<file path="src/rtl/dac_tw_pkg.sv">
package dac_tw_pkg;
  localparam int CODE_W = 8;
  localparam logic [3:0] ADDR_PREFIX = 4'b0101;

  typedef struct packed {
    logic       clr;
    logic       pd;
    logic [2:0] ch;
  } dac_cmd_t;
endpackage

</file>
<file path="src/rtl/tw_pin_sync.sv">
module tw_pin_sync #(
  parameter int STAGES = 2
) (
  input  logic clk_i,
  input  logic rst_ni,
  input  logic scl_i,
  input  logic sda_i,
  output logic sda_o,
  output logic scl_rise_o,
  output logic scl_fall_o,
  output logic start_o,
  output logic stop_o
);
  logic [STAGES-1:0] scl_sh, sda_sh;
  logic scl_d, sda_d, scl_s;

  always_ff @(posedge clk_i or negedge rst_ni) begin
    if (!rst_ni) begin
      scl_sh <= '1;
      sda_sh <= '1;
      scl_d  <= 1'b1;
      sda_d  <= 1'b1;
    end else begin
      scl_sh <= {scl_sh[STAGES-2:0], scl_i};
      sda_sh <= {sda_sh[STAGES-2:0], sda_i};
      scl_d  <= scl_sh[STAGES-1];
      sda_d  <= sda_sh[STAGES-1];
    end
  end

  assign scl_s      = scl_sh[STAGES-1];
  assign sda_o      = sda_sh[STAGES-1];
  assign scl_rise_o = scl_s & ~scl_d;
  assign scl_fall_o = ~scl_s & scl_d;
  assign start_o    = scl_s & scl_d & sda_d & ~sda_o;
  assign stop_o     = scl_s & scl_d & ~sda_d & sda_o;
endmodule

</file>
<file path="src/rtl/tw_byte_rx.sv">
module tw_byte_rx
  import dac_tw_pkg::*;
(
  input  logic        clk_i,
  input  logic        rst_ni,
  input  logic        sda_i,
  input  logic        scl_rise_i,
  input  logic        scl_fall_i,
  input  logic        start_i,
  input  logic        stop_i,
  input  logic [2:0]  dev_pins_i,
  output logic        sel_o,
  output logic        sda_oe_o,
  output logic        pay_vld_o,
  output logic [7:0]  pay_o
);
  logic       active_q, is_addr_q, ack_pend_q;
  logic [3:0] bit_cnt_q;
  logic [6:0] shift_q;
  logic [7:0] rx_byte;
  logic       addr_hit;

  assign rx_byte  = {shift_q, sda_i};
  assign addr_hit = (rx_byte == {ADDR_PREFIX, dev_pins_i, 1'b0});

  always_ff @(posedge clk_i or negedge rst_ni) begin
    if (!rst_ni) begin
      active_q   <= 1'b0;
      is_addr_q  <= 1'b0;
      ack_pend_q <= 1'b0;
      bit_cnt_q  <= '0;
      shift_q    <= '0;
      sel_o      <= 1'b0;
      sda_oe_o   <= 1'b0;
      pay_vld_o  <= 1'b0;
      pay_o      <= '0;
    end else begin
      pay_vld_o <= 1'b0;
      if (start_i) begin
        active_q   <= 1'b1;
        is_addr_q  <= 1'b1;
        ack_pend_q <= 1'b0;
        bit_cnt_q  <= '0;
        sel_o      <= 1'b0;
        sda_oe_o   <= 1'b0;
      end else if (stop_i) begin
        active_q   <= 1'b0;
        ack_pend_q <= 1'b0;
        bit_cnt_q  <= '0;
        sel_o      <= 1'b0;
        sda_oe_o   <= 1'b0;
      end else if (active_q) begin
        if (scl_rise_i && bit_cnt_q < 4'd8) begin
          shift_q   <= {shift_q[5:0], sda_i};
          bit_cnt_q <= bit_cnt_q + 4'd1;
          if (bit_cnt_q == 4'd7) begin
            if (is_addr_q) begin
              is_addr_q <= 1'b0;
              if (addr_hit) begin
                sel_o      <= 1'b1;
                ack_pend_q <= 1'b1;
              end else begin
                active_q <= 1'b0;
              end
            end else begin
              pay_vld_o  <= 1'b1;
              pay_o      <= rx_byte;
              ack_pend_q <= 1'b1;
            end
          end
        end else if (scl_fall_i && bit_cnt_q == 4'd8) begin
          if (!sda_oe_o && ack_pend_q) begin
            sda_oe_o <= 1'b1;
          end else if (sda_oe_o) begin
            sda_oe_o   <= 1'b0;
            ack_pend_q <= 1'b0;
            bit_cnt_q  <= '0;
          end
        end
      end
    end
  end

  AST_ACK_IN_SLOT: assert property (@(posedge clk_i) disable iff (!rst_ni)
    sda_oe_o |-> (bit_cnt_q == 4'd8 && sel_o)) else $error("ack outside slot");
  AST_STOP_IDLE: assert property (@(posedge clk_i) disable iff (!rst_ni)
    stop_i |=> (!sel_o && !sda_oe_o)) else $error("not idle after stop");
endmodule

</file>
<file path="src/rtl/dac_latch_bank.sv">
module dac_latch_bank
  import dac_tw_pkg::*;
#(
  parameter int NCH = 8
) (
  input  logic                  clk_i,
  input  logic                  rst_ni,
  input  logic                  start_i,
  input  logic                  stop_i,
  input  logic                  sel_i,
  input  logic                  pay_vld_i,
  input  logic [7:0]            pay_i,
  output logic [NCH*CODE_W-1:0] code_o,
  output logic                  pd_o
);
  dac_cmd_t cmd_q;
  logic     cmd_vld_q, seen_q, pd_next_q;
  logic     pair_done, finish, clr_pair, clr_fin, clr_any;
  logic [CODE_W-1:0] in_q  [NCH];
  logic [CODE_W-1:0] out_q [NCH];

  assign pair_done = pay_vld_i & sel_i & cmd_vld_q;
  assign finish    = stop_i & sel_i;
  assign clr_pair  = pair_done & cmd_q.clr;
  assign clr_fin   = finish & cmd_vld_q & cmd_q.clr;
  assign clr_any   = clr_pair | clr_fin;

  always_ff @(posedge clk_i or negedge rst_ni) begin
    if (!rst_ni) begin
      cmd_q     <= '0;
      cmd_vld_q <= 1'b0;
      seen_q    <= 1'b0;
      pd_next_q <= 1'b0;
      pd_o      <= 1'b0;
    end else begin
      if (finish) begin
        if (cmd_vld_q)   pd_o <= cmd_q.pd;
        else if (seen_q) pd_o <= pd_next_q;
      end
      if (start_i || stop_i) begin
        cmd_vld_q <= 1'b0;
        seen_q    <= 1'b0;
      end else if (pay_vld_i && sel_i) begin
        if (!cmd_vld_q) begin
          cmd_q     <= dac_cmd_t'(pay_i[4:0]);
          cmd_vld_q <= 1'b1;
        end else begin
          cmd_vld_q <= 1'b0;
          seen_q    <= 1'b1;
          pd_next_q <= cmd_q.pd;
        end
      end
    end
  end

  for (genvar g = 0; g < NCH; g++) begin : g_ch
    logic wr_en;
    assign wr_en = pair_done & ~cmd_q.clr & (cmd_q.ch == 3'(g));

    always_ff @(posedge clk_i or negedge rst_ni) begin
      if (!rst_ni) begin
        in_q[g]  <= '0;
        out_q[g] <= '0;
      end else begin
        if (clr_any)    in_q[g] <= '0;
        else if (wr_en) in_q[g] <= pay_i;
        if (finish)     out_q[g] <= clr_fin ? '0 : in_q[g];
      end
    end

    assign code_o[g*CODE_W +: CODE_W] = out_q[g];
  end

  AST_OUT_HOLD: assert property (@(posedge clk_i) disable iff (!rst_ni)
    !(stop_i && sel_i) |=> $stable(code_o)) else $error("outputs moved without stop");
  AST_PD_HOLD: assert property (@(posedge clk_i) disable iff (!rst_ni)
    !(stop_i && sel_i) |=> $stable(pd_o)) else $error("power-down moved without stop");
  AST_CLR_ZERO: assert property (@(posedge clk_i) disable iff (!rst_ni)
    (stop_i && sel_i && cmd_vld_q && cmd_q.clr) |=> (code_o == '0)) else $error("reset at stop");
  AST_START_CMD: assert property (@(posedge clk_i) disable iff (!rst_ni)
    start_i |=> !cmd_vld_q) else $error("pair position not reset");
endmodule

</file>
<file path="src/rtl/dac_twowire_front.sv">
module dac_twowire_front
  import dac_tw_pkg::*;
#(
  parameter int NCH       = 8,
  parameter int SYNC_STGS = 2
) (
  input  logic                  clk_i,
  input  logic                  rst_ni,
  input  logic                  scl_i,
  input  logic                  sda_i,
  input  logic [2:0]            dev_pins_i,
  output logic                  sda_oe_o,
  output logic [NCH*CODE_W-1:0] dac_code_o,
  output logic                  pwr_dn_o
);
  logic sda_s, scl_rise, scl_fall, start_p, stop_p;
  logic sel, pay_vld;
  logic [7:0] pay;

  tw_pin_sync #(.STAGES(SYNC_STGS)) i_sync (
    .clk_i      (clk_i),
    .rst_ni     (rst_ni),
    .scl_i      (scl_i),
    .sda_i      (sda_i),
    .sda_o      (sda_s),
    .scl_rise_o (scl_rise),
    .scl_fall_o (scl_fall),
    .start_o    (start_p),
    .stop_o     (stop_p)
  );

  tw_byte_rx i_rx (
    .clk_i      (clk_i),
    .rst_ni     (rst_ni),
    .sda_i      (sda_s),
    .scl_rise_i (scl_rise),
    .scl_fall_i (scl_fall),
    .start_i    (start_p),
    .stop_i     (stop_p),
    .dev_pins_i (dev_pins_i),
    .sel_o      (sel),
    .sda_oe_o   (sda_oe_o),
    .pay_vld_o  (pay_vld),
    .pay_o      (pay)
  );

  dac_latch_bank #(.NCH(NCH)) i_bank (
    .clk_i     (clk_i),
    .rst_ni    (rst_ni),
    .start_i   (start_p),
    .stop_i    (stop_p),
    .sel_i     (sel),
    .pay_vld_i (pay_vld),
    .pay_i     (pay),
    .code_o    (dac_code_o),
    .pd_o      (pwr_dn_o)
  );
endmodule

</file>
<file path="config.mk">
export PLATFORM = sky130hd
export DESIGN_NAME = dac_twowire_front
export DESIGN_NICKNAME = d
export VERILOG_FILES = /design/src/rtl/dac_tw_pkg.sv /design/src/rtl/tw_pin_sync.sv /design/src/rtl/tw_byte_rx.sv /design/src/rtl/dac_latch_bank.sv /design/src/rtl/dac_twowire_front.sv
export SDC_FILE = /design/constraint.sdc
export NUM_CORES = 1
export LEC_CHECK = 0
export BUFFER_PORTS_ARGS = -buffer_cell sky130_fd_sc_hd__buf_2
export CORE_UTILIZATION = 45
export CTS_CLUSTER_SIZE = 14
export DETAILED_ROUTE_END_ITERATION = 6
export MAX_ROUTING_LAYER = met4
export PLACE_DENSITY_LB_ADDON = 0.1
export RECOVER_POWER = 100
export SLEW_MARGIN = 15
export SYNTH_ARGS = -nofsm -noshare
export SYNTH_HDL_FRONTEND = slang
export SYNTH_SLANG_ARGS = --single-unit
</file>
<file path="constraint.sdc">
create_clock -name clk_i -period 2.4 [get_ports clk_i]
set_input_delay 0.36 -clock clk_i [delete_from_list [all_inputs] [get_ports clk_i]]
set_output_delay 0.36 -clock clk_i [all_outputs]
set_load 0.01 [all_outputs]
</file>
Yosys cells after proc, flatten, opt, wreduce, memory -nomap -nowiden
Index checks and enable logic that the tools add are counted.
{"block": "totals", "regBits": 168, "output_inout_bits": 66, "elab_cells": 205, "input_bits": 7}
{"block": "classes", "magnitude_cmp": 1, "reduce_logical": 40, "bitwise": 33, "mux": 79, "addsub": 1, "eq_ne": 15}
{"cell": "$mux W8", "count": 24}
{"cell": "$mux W1", "count": 48}
{"cell": "$mux W4", "count": 7}
{"cell": "$reduce_bool A2 Y1", "count": 14}
{"cell": "$and A1 B1 Y1", "count": 22}
{"cell": "$reduce_bool A3 Y1", "count": 6}
{"cell": "$eq A3 B3 Y1 const B", "count": 4}
{"cell": "$reduce_and A4 Y1", "count": 3}
{"cell": "$reduce_and A6 Y1", "count": 2}
{"cell": "$not A1 Y1", "count": 10}
{"cell": "$reduce_and A3 Y1", "count": 3}
{"cell": "$eq A8 B7 Y1", "count": 1}
{"cell": "$reduce_bool A4 Y1", "count": 2}
{"cell": "$eq A3 B2 Y1 const B", "count": 2}
{"cell": "$ne A5 B3 Y1 const B", "count": 1}
{"cell": "$reduce_and A5 Y1", "count": 1}
{"cell": "$add A4 B1 Y4 const B", "count": 1}
{"cell": "$eq A4 B3 Y1 const B", "count": 1}
{"cell": "$eq A4 B4 Y1 const B", "count": 1}
{"cell": "$logic_and A1 B1 Y1", "count": 4}
{"cell": "$lt A4 B4 Y1 const B", "count": 1}
{"cell": "$ne A4 B1 Y1 const B", "count": 1}
{"cell": "$ne A4 B2 Y1 const B", "count": 1}
{"cell": "$reduce_and A2 Y1", "count": 2}
{"cell": "other kinds (7)", "count": 7}

Depth between registers and ports, before layout
{"block": "logic_depth", "depth_word": 8, "mapped_depth": 8, "ltp_nobuf": 6}

Hierarchy
Synthesis repeated with hierarchy kept, for this count alone.
{"block": "hier_totals", "hier_cells": 585, "hier_area_um2": 6981.7}
{"mod": "dac_latch_bank", "area_each_um2": 5659.2, "cells_per_inst": 489, "instances": 1}
{"mod": "tw_byte_rx", "area_each_um2": 1132.3, "cells_per_inst": 86, "instances": 1}
{"mod": "tw_pin_sync", "area_each_um2": 190.2, "cells_per_inst": 10, "instances": 1}

Worst setup path after synthesis
OpenSTA, ideal clock, no wires.
{"block": "synth_timing", "path_type": "register to register", "from": "reg i_sync.sda_sh[1]", "to": "reg i_bank.in_q[1] (netlist bit)", "arrival_ns": 1.801, "stages_incl_launch_ff": 9, "path_slack_ns": 0.478, "n_path_buf": 4, "synth_period_minus_slack_ns": 1.922, "path_cell_list": "dfstp_2 -> clkbuf_2 -> nand2_1 -> or3_1 -> clkbuf_1 -> buf_2 -> a21oi_4 -> buf_6 -> nor2_1"}
{"block": "synth_between", "elab_chain_len": 6, "elab_cells_between_ends": 7, "classes_between": "mux (1); bitwise (5); reduce/logical (1)"}
{"item": "start, declared", "line": "tw_pin_sync.sv:14", "text": "logic [STAGES-1:0] scl_sh, sda_sh;"}
{"item": "start signal, assigned", "line": "tw_pin_sync.sv:25", "text": "sda_sh <= {sda_sh[STAGES-2:0], sda_i};"}
{"item": "$and A1 B1 Y1 (*)", "line": "tw_pin_sync.sv:36", "text": "assign stop_o = scl_s & scl_d & ~sda_d & sda_o;"}
{"item": "$and A1 B1 Y1 (*)", "line": "dac_latch_bank.sv:23", "text": "assign finish = stop_i & sel_i;"}
{"item": "$and A1 B1 Y1 (*) (2 in series)", "line": "dac_latch_bank.sv:25", "text": "assign clr_fin = finish & cmd_vld_q & cmd_q.clr;"}
{"item": "$or A1 B1 Y1 (*)", "line": "dac_latch_bank.sv:26", "text": "assign clr_any = clr_pair | clr_fin;"}
{"item": "$mux W8 or $reduce_bool A2 Y1 (tied branches)"}
{"item": "end signal, assigned by index", "line": "dac_latch_bank.sv:66", "text": "else if (wr_en) in_q[g] <= pay_i;"}
{"item": "end, declared", "line": "dac_latch_bank.sv:19", "text": "logic [CODE_W-1:0] in_q [NCH];"}
Every way passes the cells marked *; elsewhere a longest branch is shown, timed or not.
A chain may end at the register's enable or synchronous reset.

Worst setup path in the final report
{"block": "layout_timing", "from": "reg i_sync.scl_sh[1]", "to": "reg i_bank.in_q[24] (netlist bit)"}
{"block": "layout_between", "elab_chain_len": 8, "elab_cells_between_ends": 9, "classes_between": "mux (1); bitwise (7); reduce/logical (1)"}
{"item": "start, declared", "line": "tw_pin_sync.sv:14"}
{"item": "start signal, assigned", "line": "tw_pin_sync.sv:24", "text": "scl_sh <= {scl_sh[STAGES-2:0], scl_i};"}
{"item": "$and A1 B1 Y1 (*) (3 in series)", "line": "tw_pin_sync.sv:36"}
{"item": "$and A1 B1 Y1 (*)", "line": "dac_latch_bank.sv:23"}
{"item": "$and A1 B1 Y1 (*) (2 in series)", "line": "dac_latch_bank.sv:25"}
{"item": "$or A1 B1 Y1 (*)", "line": "dac_latch_bank.sv:26"}
{"item": "$mux W8 or $reduce_bool A2 Y1 (tied branches)"}
Marked as above.

==> flow_summary.yaml <==
setup_path:
  critPathLaunchType: "flip-flop"
  criticalPathCategory: "reg2reg"
  cp_max_fo: 64
  reg2reg_to: "i_bank.in_q[24]"
  rrSetupSlack_ns: 0.28
  critPathRequiredTime_ns: 2.68
  worst_ep_arrival_time_ns: 2.40
  reg2regPathDepth: 5
  r2r-start: "i_sync.scl_sh[1]"
  endpoint_kind: "flip-flop"
sta:
  worst_pin_slew_ns: 1.42
  slew_headroom_pct: 5.10
  rsz0062_at_grt: "no"
  min_period_ns: 2.12
  hold_viol: 0
  max_freq_mhz: 472
  final.period_utilization_pct: 88.2
  setup_tns_ns: 0
  finalSetupViolations: 0
  fin_skew_ns: 0.00883
  maxSlewViolCount: 0
synth:
  synth_compound_area_share_pct: 6.39
  post_synth_and_or_nand_nor_area_fraction_pct: 14.8
  yosysSeqAreaShare_pct: 60.6
  yosys.area_share.xor_xnor_pct: 0.630
  synth_top_family_by_area: "simple AND/OR/NAND/NOR gates"
  ys_types: 45
  synth-edff-count: 0
  synth_warnings: 0
  synth.area.mux_share_pct: 13.5
  synth-adder-area-share_pct: 0.360
  mappedNetlistArea_sq_mm: 0.00695
  netlist_instances: 640
  async_reset_ff_share_pct: 100
  ys_ff_latch: 168
  synth.avg_cell_area_sq_um: 10.9
  syn-num-nets: 649
  synthFlopType: "dfrtp_1"
floorplan:
  die_x_um: 126
  rows: 45
  coreArea_sq_mm: 0.0151
  dieHeight_um: 126
  start_util_pct: 45.9
  dieArea_sq_mm: 0.0160
  io_pins: 73
pwr:
  leakage_nw: 3.79
  design_power_total_mw: 5.87
  irDropWorstVdd_mv: 0.549
  power_density_mw_per_mm2: 742
min_path:
  hold_path_end: "i_sync.scl_sh[0]"
  holdPathStages: 1
  hp-class: "in2reg"
  min-delay-start: "scl_i"
run_status:
  status: "finished clean"
clocking:
  cts_inserted_buffers: 17
  clock-sinks: 168
  cts_tree: "yes"
  clock_path_buffers: 2
  path_clk_slew_ns: 0.06
  cts_root_buf: "clkbuf_16"
  postCtsSetupBuffers: 0
  cts_resized: 0
  insertion_delay_ns: 0.43
  h-tree-depth: 4
  cts_hold_buf: 1
layout:
  regArea_sq_mm: 0.00421
  multi_input_area_sq_mm: 0.00245
  fin_util_pct: 52.2
  fill_cells: 1397
  final_nets: 710
  fin_cells: 901
  antenna_cells: 0
  syn2layout_area_growth_pct: 13.8
  post_route_cells_drive_above_1_share_pct: 9.12
drt:
  avgViaCountPerCell: 5.03
  drt_iter0_markers: 257
  routedWlPerCell_um: 15.9
  vias: 4532
  route.detailed.drc: 0
  drtPass1Iterations: 4
  antenna_left: 0
  routed_wl_mm: 14.4
placement:
  port-buffer-count: 72
  dp.cells: 869
  place_congestion: 0.861
  hpwlAfterDp_mm: 8.97
grt:
  use_met3_pct: 3.88
  top_usage_layer: "met2"
  first_global_vias: 4527
  grt.total_usage_pct: 20.3
  antenna_found_initial: 0
  grt_first_pass_wirelength_mm: 24.0
  grtUsageMet2_pct: 29.9
  use_met1_pct: 27.9
  grt_max_degree: 128
  grt-ovfl-total: 0
flow_run:
  drv_cap: 0
## report_power, final
part / internal [mW] / total (mW) / switching (mW)
logic: 0.0827 / 0.193 / 0.110
registers: 2.90 / 2.96 / 0.0635
clock network: 1.65 / 2.71 / 1.06
total: 4.63 / 5.87 / 1.23
## layer usage
metal | share of wire (%) | vias to the layer above
met3 | 3.0 | 18
met1 | 50 | 2191
li1 | - | 2237
met4 | 1.6 | 0
met2 | 45 | 86
met5 | 0 | -
## cell usage after synthesis, types with 2 or more instances
cell type  number  area (sq um)
nand2_1       137           514
inv_1           6          22.5
nand3_1         4          20.0
mux2_4          8           120
o21ai_0        65           325
buf_6           8          90.1
nor2_1         80           300
dfstp_2         6           158
dfrtp_1       162          4050
xnor2_1         2          17.5
mux2_2         13           146
or3_1           2          12.5
mux2i_1        67           671
nor4b_1         2          17.5
o31ai_1         2          15.0
nand2b_1        2          12.5
nand4b_1        3          26.3
buf_1           2          7.51
nor3_1          3          15.0
buf_2           3          15.0
and4b_1         2          20.0
xor2_1          3          26.3
nand4_1         2          12.5
a31oi_1         2          12.5
ha_1            2          25.0
clkbuf_1       33           124
## cells by family after synthesis
logic type                 Yosys count
and+or+nand+nor                    244
DFF                                168
muxes                               88
AOI/OAI and AO/OA                   80
buffers and inverters               53
xor gates and xnor gates             5
adders and majority gates            2
## worst max-delay path, cell delays in order (launching register included)
cell and delay [ns]:
dfstp_1 0.61, nand2_1 0.13, or3_1 0.47, a21oi_1 0.21
buf_6 0.44, nor2_1 0.10
## flip-flops by register name (all words and copies together) (netlist names)
name and cells:
i_bank.cmd_q 5, i_bank.cmd_vld_q 1, i_bank.code_o 64, i_bank.in_q 64, i_bank.pd_next_q 1, i_bank.pd_o 1, i_bank.seen_q 1, i_rx.ack_pend_q 1
i_rx.active_q 1, i_rx.bit_cnt_q 4, i_rx.is_addr_q 1, i_rx.pay_o 8, i_rx.pay_vld_o 1, i_rx.sda_oe_o 1, i_rx.sel_o 1, i_rx.shift_q 7
i_sync.scl_d 1, i_sync.scl_sh 2, i_sync.sda_d 1, i_sync.sda_sh 2
## area by class of cell
| cell class | count | share of cell area, % |
|---|---|---|
| clock inverter | 8 | 1.55 |
| clock buffer | 23 | 5.79 |
| timing repair buffer | 89 | 5.22 |
| tap | 188 | 2.97 |
| multi-input combinational | 419 | 31.0 |
| sequential | 168 | 53.2 |
| inverter | 6 | 0.285 |
## cell usage in the layout, fill, tap and decap left out, types with 2 or more instances in the layout
cell | synthesis | final
xnor2_1 | 2 | 2
inv_1 | 6 | 6
nor3_1 | 3 | 3
and4b_1 | 2 | 2
buf_2 | 3 | 5
nand2b_1 | 2 | 2
dfrtp_1 | 162 | 162
clkbuf_16 | 0 | 17
buf_6 | 8 | 2
or3_1 | 2 | 2
mux2i_1 | 67 | 67
clkbuf_1 | 33 | 75
nand4_1 | 2 | 2
clkinv_2 | 0 | 2
xor2_1 | 3 | 3
dfstp_2 | 6 | 3
bufinv_16 | 0 | 3
nand4b_1 | 3 | 3
nor4b_2 | 0 | 2
mux2_1 | 0 | 8
nand3_1 | 4 | 4
nor2_1 | 80 | 80
o21ai_0 | 65 | 65
buf_4 | 0 | 8
mux2_2 | 13 | 13
a21oi_1 | 1 | 2
dfstp_1 | 0 | 3
ha_1 | 2 | 2
o31ai_1 | 2 | 2
nand2_1 | 137 | 136
a31oi_1 | 2 | 2
clkinvlp_4 | 0 | 3
## stage by stage
| stage | instance area (sq um) | hold slack (ns) | setup slack, ns |
|---|---|---|---|
| finish | 7910 | 0.0334 | 0.283 |
| global route | 7910 | 0.0129 | 0.135 |
| CTS | 8080 | 0.0146 | 0.371 |
| detailed placement | 7490 | 0.347 | 0.399 |
| global placement | 7490 | 0.347 | 0.426 |
| floorplan | 6950 | 0.0644 | 0.478 |
## how the worst max path moves through the flow
stage | start | endpoint | slack [ns] | cells past startpoint
final | i_sync.scl_sh[1] | i_bank.in_q[24] | 0.28 | 5
after global routing | i_sync.sda_sh[1] | i_bank.cmd_q[0] | 0.13 | 6
after CTS | i_rx.bit_cnt_q[0] | i_rx.pay_o[4] | 0.37 | 5
after detailed placement | i_rx.bit_cnt_q[0] | i_rx.pay_o[4] | 0.40 | 5
after global placement | i_sync.scl_sh[1] | i_rx.pay_o[5] | 0.43 | 4
after floorplan | i_sync.sda_sh[1] | i_bank.in_q[1] | 0.48 | 8
No activity file was read; power rests on OpenSTA's default activity.
